**config.mk**
```make
export PLATFORM = sky130hd
export DESIGN_NAME = wmi_fifo_status
export DESIGN_NICKNAME = d
export VERILOG_FILES = /design/src/rtl/wmi_pkg.sv /design/src/rtl/wmi_thresh_cmp.sv /design/src/rtl/wmi_sticky_bank.sv /design/src/rtl/wmi_irq_combine.sv /design/src/rtl/wmi_fifo_status.sv
export SDC_FILE = /design/constraint.sdc
export NUM_CORES = 1
export LEC_CHECK = 0
export CORE_UTILIZATION = 45
export CTS_CLUSTER_SIZE = 12
export DETAILED_ROUTE_END_ITERATION = 10
export PLACE_DENSITY = 0.8
export SLEW_MARGIN = 10
export SYNTH_ARGS = -nofsm -noshare
export SYNTH_HDL_FRONTEND = slang
export SYNTH_HIERARCHICAL = 1
export SYNTH_SLANG_ARGS = --single-unit
```
**constraint.sdc**
```tcl
create_clock -name clk -period 4.2 [get_ports clk]
set_input_delay 0.84 -clock clk [delete_from_list [all_inputs] [get_ports clk]]
set_output_delay 0.84 -clock clk [all_outputs]
set_load 0.005 [all_outputs]
```
**src/rtl/wmi_pkg.sv**
```systemverilog
package wmi_pkg;

    localparam int REG_W = 32;

    // Watermark code fields in the watermark write word
    localparam int TX_CODE_LO = 29;
    localparam int RX_CODE_LO = 13;

    // Status / enable bit positions
    localparam int B_TX_DMA_EN = 31;
    localparam int B_TX_EMPTY  = 29;
    localparam int B_TX_REQ    = 28;
    localparam int B_TX_FEND   = 23;
    localparam int B_TX_SERR   = 21;
    localparam int B_TX_OVF    = 20;
    localparam int B_TX_UDF    = 19;
    localparam int B_RX_DMA_EN = 15;
    localparam int B_RX_FULL   = 13;
    localparam int B_RX_REQ    = 12;
    localparam int B_RX_FEND   = 7;
    localparam int B_RX_SERR   = 5;
    localparam int B_RX_UDF    = 4;
    localparam int B_RX_OVF    = 3;

    localparam int N_STICKY = 8;

    typedef enum logic [1:0] {
        SEL_WMARK  = 2'd0,
        SEL_ENABLE = 2'd1,
        SEL_CLEAR  = 2'd2,
        SEL_RSVD   = 2'd3
    } wsel_e;

    // Held events; bit index i maps to a status position via sticky_pos()
    typedef struct packed {
        logic tx_fend;
        logic tx_serr;
        logic tx_ovf;
        logic tx_udf;
        logic rx_fend;
        logic rx_serr;
        logic rx_udf;
        logic rx_ovf;
    } evt_t;

    typedef struct packed {
        logic [2:0] tx_code;
        logic [2:0] rx_code;
    } wmark_t;

    function automatic int sticky_pos(input int idx);
        case (idx)
            7:       return B_TX_FEND;
            6:       return B_TX_SERR;
            5:       return B_TX_OVF;
            4:       return B_TX_UDF;
            3:       return B_RX_FEND;
            2:       return B_RX_SERR;
            1:       return B_RX_UDF;
            default: return B_RX_OVF;
        endcase
    endfunction

    // Free stages needed for a transmit request
    function automatic logic [15:0] tx_stages(input logic [2:0] code);
        case (code)
            3'd0:    return 16'd64;
            3'd1:    return 16'd32;
            3'd2:    return 16'd24;
            3'd3:    return 16'd16;
            3'd4:    return 16'd12;
            3'd5:    return 16'd8;
            3'd6:    return 16'd4;
            default: return 16'd1;
        endcase
    endfunction

    // Occupied stages needed for a receive request: 1, then powers of two from 4
    function automatic logic [15:0] rx_stages(input logic [2:0] code);
        if (code == 3'd0)
            return 16'd1;
        return 16'd1 << (int'(code) + 1);
    endfunction

    function automatic logic [REG_W-1:0] src_mask();
        logic [REG_W-1:0] m;
        m = '0;
        m[B_TX_EMPTY] = 1'b1;
        m[B_TX_REQ]   = 1'b1;
        m[B_RX_FULL]  = 1'b1;
        m[B_RX_REQ]   = 1'b1;
        for (int i = 0; i < N_STICKY; i++)
            m[sticky_pos(i)] = 1'b1;
        return m;
    endfunction

endpackage

```
**src/rtl/wmi_thresh_cmp.sv**
```systemverilog
module wmi_thresh_cmp #(
    parameter int CW = 7
) (
    input  logic          clk,
    input  logic          rst,
    input  logic [CW-1:0] count,
    input  logic [15:0]   stages,
    output logic          hit
);
    localparam int EW = (CW > 16) ? CW : 16;

    logic [EW-1:0] count_ext;
    logic [EW-1:0] stages_ext;

    assign count_ext  = EW'(count);
    assign stages_ext = EW'(stages);
    assign hit        = (count_ext >= stages_ext);

    // every decoded threshold is at least one stage
    a_r1_zero_never_hits: assert property (@(posedge clk) disable iff (rst)
        (count == '0) |-> !hit);

endmodule

```
**src/rtl/wmi_sticky_bank.sv**
```systemverilog
module wmi_sticky_bank #(
    parameter int N = 8
) (
    input  logic         clk,
    input  logic         rst,
    input  logic [N-1:0] set,
    input  logic [N-1:0] clr,
    output logic [N-1:0] q
);
    always_ff @(posedge clk) begin
        if (rst)
            q <= '0;
        else
            q <= (q & ~clr) | set;
    end

    for (genvar i = 0; i < N; i++) begin : g_chk
        a_r6_set_lands: assert property (@(posedge clk) disable iff (rst)
            set[i] |=> q[i]);
        a_r7_clear_drops: assert property (@(posedge clk) disable iff (rst)
            (clr[i] && !set[i]) |=> !q[i]);
        a_r7_hold: assert property (@(posedge clk) disable iff (rst)
            (!clr[i] && !set[i]) |=> $stable(q[i]));
    end

    a_r10_reset_clears: assert property (@(posedge clk)
        rst |=> (q == '0));

endmodule

```
**src/rtl/wmi_irq_combine.sv**
```systemverilog
module wmi_irq_combine
    import wmi_pkg::*;
(
    input  logic             clk,
    input  logic             rst,
    input  logic [REG_W-1:0] status,
    input  logic [REG_W-1:0] enable,
    output logic             irq,
    output logic             tx_dma_req,
    output logic             rx_dma_req
);
    localparam logic [REG_W-1:0] SRC_M = src_mask();

    assign irq        = |(status & enable & SRC_M);
    assign tx_dma_req = enable[B_TX_DMA_EN] & status[B_TX_REQ];
    assign rx_dma_req = enable[B_RX_DMA_EN] & status[B_RX_REQ];

    a_r11_masked_quiet: assert property (@(posedge clk) disable iff (rst)
        (enable == '0) |-> (!irq && !tx_dma_req && !rx_dma_req));
    a_r9_tx_dma_needs_req: assert property (@(posedge clk) disable iff (rst)
        tx_dma_req |-> status[B_TX_REQ]);
    a_r9_rx_dma_needs_req: assert property (@(posedge clk) disable iff (rst)
        rx_dma_req |-> status[B_RX_REQ]);

endmodule

```
**src/rtl/wmi_fifo_status.sv**
```systemverilog
module wmi_fifo_status
    import wmi_pkg::*;
#(
    parameter int TX_DEPTH = 64,
    parameter int RX_DEPTH = 256,
    localparam int TXLW = $clog2(TX_DEPTH + 1),
    localparam int RXLW = $clog2(RX_DEPTH + 1)
) (
    input  logic             clk,
    input  logic             rst,
    input  logic [TXLW-1:0]  tx_level,
    input  logic [RXLW-1:0]  rx_level,
    input  logic             tx_push,
    input  logic             tx_pop,
    input  logic             rx_push,
    input  logic             rx_pop,
    input  logic             tx_frame_end,
    input  logic             tx_sync_err,
    input  logic             rx_frame_end,
    input  logic             rx_sync_err,
    input  logic             wr_en,
    input  logic [1:0]       wr_sel,
    input  logic [REG_W-1:0] wr_data,
    output logic [REG_W-1:0] status,
    output logic             irq,
    output logic             tx_dma_req,
    output logic             rx_dma_req,
    output logic             tx_push_ok,
    output logic             tx_pop_ok,
    output logic             rx_push_ok,
    output logic             rx_pop_ok
);
    localparam logic [TXLW-1:0] TX_FULL_LVL = TXLW'(TX_DEPTH);
    localparam logic [RXLW-1:0] RX_FULL_LVL = RXLW'(RX_DEPTH);

    wsel_e             sel;
    wmark_t            wm_q;
    logic [REG_W-1:0]  ier_q;
    logic              tx_full, tx_empty, rx_full, rx_empty;
    logic [TXLW-1:0]   tx_free;
    logic              tx_req, rx_req;
    evt_t              ev;
    logic [N_STICKY-1:0] clr_v;
    logic [N_STICKY-1:0] sticky_q;

    assign sel = wsel_e'(wr_sel);

    // Configuration: watermark codes and enable word
    always_ff @(posedge clk) begin
        if (rst) begin
            wm_q  <= '0;
            ier_q <= '0;
        end else if (wr_en) begin
            case (sel)
                SEL_WMARK: begin
                    wm_q.tx_code <= wr_data[TX_CODE_LO +: 3];
                    wm_q.rx_code <= wr_data[RX_CODE_LO +: 3];
                end
                SEL_ENABLE: ier_q <= wr_data;
                default: ;
            endcase
        end
    end

    // Level conditions
    assign tx_empty = (tx_level == '0);
    assign tx_full  = (tx_level == TX_FULL_LVL);
    assign rx_empty = (rx_level == '0);
    assign rx_full  = (rx_level == RX_FULL_LVL);
    assign tx_free  = TX_FULL_LVL - tx_level;

    wmi_thresh_cmp #(.CW(TXLW)) u_tx_cmp (
        .clk    (clk),
        .rst    (rst),
        .count  (tx_free),
        .stages (tx_stages(wm_q.tx_code)),
        .hit    (tx_req)
    );

    wmi_thresh_cmp #(.CW(RXLW)) u_rx_cmp (
        .clk    (clk),
        .rst    (rst),
        .count  (rx_level),
        .stages (rx_stages(wm_q.rx_code)),
        .hit    (rx_req)
    );

    // Event detection
    always_comb begin
        ev.tx_fend = tx_frame_end;
        ev.tx_serr = tx_sync_err;
        ev.tx_ovf  = tx_push & tx_full;
        ev.tx_udf  = tx_pop & tx_empty;
        ev.rx_fend = rx_frame_end;
        ev.rx_serr = rx_sync_err;
        ev.rx_udf  = rx_pop & rx_empty;
        ev.rx_ovf  = rx_push & rx_full;
    end

    always_comb begin
        for (int i = 0; i < N_STICKY; i++)
            clr_v[i] = wr_en && (sel == SEL_CLEAR) && wr_data[sticky_pos(i)];
    end

    wmi_sticky_bank #(.N(N_STICKY)) u_sticky (
        .clk (clk),
        .rst (rst),
        .set (ev),
        .clr (clr_v),
        .q   (sticky_q)
    );

    // Status word assembly
    always_comb begin
        status             = '0;
        status[B_TX_EMPTY] = tx_empty;
        status[B_TX_REQ]   = tx_req;
        status[B_RX_FULL]  = rx_full;
        status[B_RX_REQ]   = rx_req;
        for (int i = 0; i < N_STICKY; i++)
            status[sticky_pos(i)] = sticky_q[i];
    end

    wmi_irq_combine u_irq (
        .clk        (clk),
        .rst        (rst),
        .status     (status),
        .enable     (ier_q),
        .irq        (irq),
        .tx_dma_req (tx_dma_req),
        .rx_dma_req (rx_dma_req)
    );

    // Access qualifiers toward the FIFO control
    assign tx_push_ok = tx_push & ~tx_full;
    assign tx_pop_ok  = tx_pop  & ~tx_empty;
    assign rx_push_ok = rx_push & ~rx_full;
    assign rx_pop_ok  = rx_pop  & ~rx_empty;

    a_r5_push_full_blocked: assert property (@(posedge clk) disable iff (rst)
        (tx_level == TX_FULL_LVL) |-> !tx_push_ok);
    a_r5_pop_empty_blocked: assert property (@(posedge clk) disable iff (rst)
        (rx_level == '0) |-> !rx_pop_ok);
    a_r4_tx_ovf_flag: assert property (@(posedge clk) disable iff (rst)
        (tx_push && tx_level == TX_FULL_LVL) |=> status[B_TX_OVF]);
    a_r4_rx_udf_flag: assert property (@(posedge clk) disable iff (rst)
        (rx_pop && rx_level == '0) |=> status[B_RX_UDF]);
    a_r13_rsvd_write_inert: assert property (@(posedge clk) disable iff (rst)
        (wr_en && wr_sel == 2'd3) |=> ($stable(ier_q) && $stable(wm_q)));
    a_r8_irq_needs_enable: assert property (@(posedge clk) disable iff (rst)
        irq |-> (ier_q != '0));

endmodule

```
==> reports/results.ini, run 1 <==
[status]
status=finished, final reports clean

[floorplan]
die_area_um2=5180
fp.dieW_um=72.0
std_cell_rows=25
initial_core_util_pct=46.7
core_area_um2=4720
die_h_um=72.0
pin_count=100

[pwr]
combPwrFrac_pct=23.7
clock_power_share_pct=32.5
p_per_area_nw_per_um2=217
peakVddDrop_mv=0.118
p_sw_share_pct=24.5
p_int_mw=0.491
power_mw=0.650
seqPwrFrac_pct=43.7
leakage_nw=1.26
power_switching_mw=0.160

[sta]
final_period_minus_worst_setup_slack_ns=4.08
tightest_slew_ns=1.21
max_freq_mhz=245
skew_ns=0
post-route-period-util_pct=97.1
rsz0062_at_grt=false
finalSetupViolCount=0
finalMaxSlewViolations=0
layout_setup_ws_ns=0.121
slew_headroom_pct=19.4
hold_viol=0

[layout]
drive_above_1_share_pct=13.5
design_area_um2=3000
antenna_cells=0
fin_nets=426
layout_common_cells=clkdlybuf4s50_1 (57), conb_1 (38), nand2_1 (32)
syn2layout_area_growth_pct=36.2
fin_util_pct=63.5
fillers=416
final_common_cell=clkdlybuf4s50_1

[grt]
grt_pass1_wl_mm=7.18
grt_pass1_vias=1728
grt_overflow=0
grt_usage_pct=17.3
grt_antenna_before_repair=0
grt_max_degree=29

[logic_synthesis]
ys.warnings.count=6
avgSynthCellArea_um2=8.20
syn_area_um2=2200
syn_inst=269

[detailed_routing]
drt-total-wl_mm=4.48
antenna_left=0
wire_per_inst_um=10.8
drt_pass1_iterations=4
drt-vias-per-instance=4.58
drc=0
dr_total_vias=1897
detail_route.iter0.violations=56

[placement]
preCtsSetupSlack_ns=-0.298
hpwl_mm=3.61
gp_congestion=0.829
port_buffers=63
placed_area_um2=2880

[cts]
postCtsHoldBufs=0
root_buffer=clkbuf_8
cts_tree=built
clk_path_buf_depth=2
clk_pin_slew_ns=0.09
numCtsBuffers=3
clock_latency_ns=0.28
clkSinkCount=28
cts_max_level=1

[flow_run]
maxCapViolations=0

[setup_path]
worstPathMaxFanout=2
crit_arrival_ns=3.24
cp_cell_sequence=clkdlybuf4s50_1 -> inv_1 -> ha_1 -> nand2b_1 -> a21o_1 -> a211o_1 -> o2111ai_1 -> a31oi_2 -> buf_4 -> and2_1 -> clkdlybuf4s50_1
slowest_delay_ns=0.47
crit_type=in -> out
cpMaxStageDelayCell=clkdlybuf4s50_1
rr_endpoint=u_sticky/q[0]
cp-end-kind=output port
reg2reg_depth=2
worstPathRequired_ns=3.36
cp-start-kind=input port
path_common_cell=clkdlybuf4s50_1
r2r_slack_ns=3.43
r2r_start=u_sticky/q[0]

[min_path]
hold_path_startpoint=ier_q[31]
hp-class=reg -> reg
hold_depth=2
hold_path_end=ier_q[31]

==> layer usage <==
metal | routed length (µm) | GRT usage, % | part of all wire (%)
met1 | 2110 | 21.3 | 47
met2 | 2190 | 32.1 | 49
met3 | 157 | 1.67 | 3.5
met4 | 28 | 4.58 | 0.62
met5 | 0 | 0 | 0
==> power by group through the flow <==
| stage | clock, mW | combinational (mW) | sequential [mW] |
|---|---|---|---|
| finish | 0.212 | 0.154 | 0.285 |
| global route | 0.229 | 0.171 | 0.286 |
| global placement | 0 | 0.145 | 0.290 |
| detailed placement | 0 | 0.150 | 0.291 |
| CTS | 0.216 | 0.154 | 0.284 |
| floorplan | 0 | 0.0914 | 0.288 |
==> worst max-delay path, delay by kind of cell <==
family                     cells  cell delay (ns)
and+or+nand+nor                2             0.26
buffers and inverters          4             1.11
AOI/OAI and AO/OA              4             0.74
adders and majority gates      1             0.27
==> sequential cells by signal, indices dropped and copies added (netlist names) <==
register / cells
ier_q: 14
u_sticky/q: 8
wm_q: 6
==> what timing repair did <==
action / CTS / global route
resized for setup: 11 / 6
setup buffers: 3 / 0
pin swaps: 7 / 7
setup endpoints to repair: 3 / 3
==> layout make-up <==
| cell class | count | area, µm² | share of cell area (%) |
|---|---|---|---|
| sequential | 28 | 561 | 18.7 |
| inverter | 28 | 105 | 3.50 |
| clock inverter | 1 | 30.0 | 1.00 |
| clock buffer | 3 | 41.3 | 1.38 |
| tap | 67 | 83.8 | 2.79 |
| timing repair buffer | 76 | 727 | 24.2 |
| multi-input combinational | 211 | 1450 | 48.4 |
==> metrics by stage <==
| step | instances | setup TNS (ns) | hold slack, ns |
|---|---|---|---|
| 4_1_cts | 415 | 0 | 0.454 |
| 3_5_place_dp | 408 | -0.803 | 0.442 |
| 3_3_place_gp | 408 | -0.762 | 0.439 |
| 5_1_grt | 414 | 0 | 0.474 |
| 2_1_floorplan | 306 | 0 | 0.432 |
| 6_report | 414 | 0 | 0.455 |
==> worst max path at each step <==
stage	startpoint	endpoint	slack, ns	cells after the start
floorplan	tx_level[0]	irq	0.72	10
global placement	tx_level[0]	tx_dma_req	-0.30	12
detailed placement	tx_level[0]	tx_dma_req	-0.30	12
CTS	tx_level[2]	status[28]	0.03	9
global route	rx_level[0]	rx_dma_req	0.005	11
finish	rx_level[0]	rx_dma_req	0.12	11
No activity file was read; power rests on OpenSTA's default activity.
==> inputs of run 2 (changes only) <==
Clock period 4.2 ns to 3.9 ns, I/O delays scaled along.
==> reports/results.ini, run 2 (same netlist as run 1, synthesis figures left out) <==
[floorplan]
die_h_um=72.0  ; unchanged
initial_core_util_pct=46.7  ; unchanged
fp.dieW_um=72.0  ; unchanged
die_area_um2=5180  ; unchanged
pin_count=100  ; unchanged
core_area_um2=4720  ; unchanged
std_cell_rows=25  ; unchanged

[detailed_routing]
drt_pass1_iterations=4  ; unchanged
drc=0  ; unchanged
antenna_left=0  ; unchanged
wire_per_inst_um=10.9  ; was 10.8 µm
dr_total_vias=1919  ; was 1,897
drt-total-wl_mm=4.53  ; was 4.48 mm
detail_route.iter0.violations=60  ; was 56
drt-vias-per-instance=4.61  ; was 4.58

[pwr]
peakVddDrop_mv=0.133  ; was 0.118 mV
p_per_area_nw_per_um2=233  ; was 217 nW/µm²
leakage_nw=1.28  ; was 1.26 nW

[setup_path]
r2r_slack_ns=3.17  ; was 3.43 ns
r2r_start=wm_q[0]  ; was u_sticky/q[0]
critPathLaunch=tx_level[3]  ; was rx_level[0]
cp-end-kind=output port  ; unchanged
worstPathMaxFanout=3  ; was 2
crit_type=in -> out  ; unchanged
crit_arrival_ns=3.05  ; was 3.24 ns
worstPathRequired_ns=3.12  ; was 3.36 ns
cp-start-kind=input port  ; unchanged

[layout]
layout_common_cells=clkdlybuf4s50_1 (56), conb_1 (38), nand2_1 (32)  ; was clkdlybuf4s50_1 (57), conb_1 (38), nand2_1 (32)
syn2layout_area_growth_pct=36.9  ; was 36.2%
fillers=427  ; was 416
design_area_um2=3020  ; was 3000 µm²
antenna_cells=0  ; unchanged
seqCellArea_um2=561  ; unchanged
fin_nets=428  ; was 426
reg_top3=ier_q x14, u_sticky/q x8, wm_q x6  ; unchanged
largest_reg_flops=14  ; unchanged
top_register=ier_q  ; unchanged
final_common_cell=clkdlybuf4s50_1  ; unchanged
drive_above_1_share_pct=14.9  ; was 13.5%
multi_input_area_um2=1460  ; was 1450 µm²
fin_util_pct=63.9  ; was 63.5%

[placement]
port_buffers=63  ; unchanged
preCtsSetupSlack_ns=-0.498  ; was -0.298 ns
placed_area_um2=2910  ; was 2880 µm²
gp_congestion=0.816  ; was 0.829
hpwl_mm=3.66  ; was 3.61 mm

[sta]
post-route-period-util_pct=98.3
final_period_minus_worst_setup_slack_ns=3.83
finalSetupViolCount=0  ; unchanged
slew_headroom_pct=60.6  ; was 19.4%
hold_viol=0  ; unchanged
finalMaxSlewViolations=0  ; unchanged
max_freq_mhz=261
tightest_slew_ns=0.590  ; was 1.21 ns
layout_setup_ws_ns=0.0670  ; was 0.121 ns
skew_ns=0  ; unchanged
rsz0062_at_grt=true  ; was false

[cts]
cts_max_level=1  ; unchanged
root_buffer=clkbuf_8  ; unchanged
postCtsHoldBufs=0  ; unchanged
clk_path_buf_depth=2  ; unchanged
clkSinkCount=28  ; unchanged
cts_tree=built  ; unchanged
numCtsBuffers=3  ; unchanged
clock_latency_ns=0.27  ; was 0.28 ns
clk_pin_slew_ns=0.09  ; about the same

[grt]
grt_antenna_before_repair=0  ; unchanged
grt_pass1_vias=1739  ; was 1,728
grt_usage_pct=17.7  ; was 17.3%
grt_max_degree=29  ; unchanged
grt_pass1_wl_mm=7.28  ; was 7.18 mm
grt_overflow=0  ; unchanged

[flow_run]
maxCapViolations=0  ; unchanged

[status]
status=finished, final reports clean  ; unchanged

[min_path]
hp-class=reg -> reg  ; unchanged
hold_path_startpoint=ier_q[15]  ; was ier_q[31]

run 2: area by class of cell:
class | instances | area share, %
inverter | 28 | 3.48
clock buffer | 3 | 1.37
tap | 67 | 2.78
clock inverter | 1 | 0.995
multi-input combinational | 211 | 48.4
timing repair buffer | 78 | 24.4
sequential | 28 | 18.6
run 2: path summary, 6_finish.rpt:
check | end | depth (start not counted)
hold reg to reg | ier_q[15] | 2
setup / recovery | irq | 10
setup reg to reg | wm_q[0] | 2
hold / removal | ier_q[15] | 2
run 2: stage by stage:
step                      total power [mW]  hold WS, ns  setup TNS [ns]  instances
after floorplan                      0.408        0.432               0        306
after global placement               0.471        0.439           -1.04        412
after detailed placement             0.476        0.451           -1.14        412
after CTS                            0.709        0.466               0        416
after global routing                 0.743        0.487         -0.0608        416
final                                0.704        0.465               0        416
run 2: worst max-delay path, stage by stage:
cell and delay [ns]:
clkdlybuf4s50_1 0.43, or3b_4 0.40, nor3_4 0.14, xor2_1 0.18, ha_1 0.29, a21oi_2 0.20
a31oi_4 0.12, a221oi_2 0.27, nand3_1 0.10, buf_2 0.14
run 2: what timing repair did:
action	in CTS	in global routing
setup buffers	1	0
setup endpoints to repair	4	3
pin swaps	8	9
gates resized for setup	14	7
run 2: per-layer routing:
layer  routed length [µm]  track usage [%]
met4                   62             5.88
met2                 2190             32.4
met5                    0                0
met3                  189             1.53
met1                 2080             21.8
run 2: power breakdown:
part / switching, mW / internal (mW)
sequential: 0.0105 / 0.296
combinational: 0.0726 / 0.0960
clock: 0.0915 / 0.138
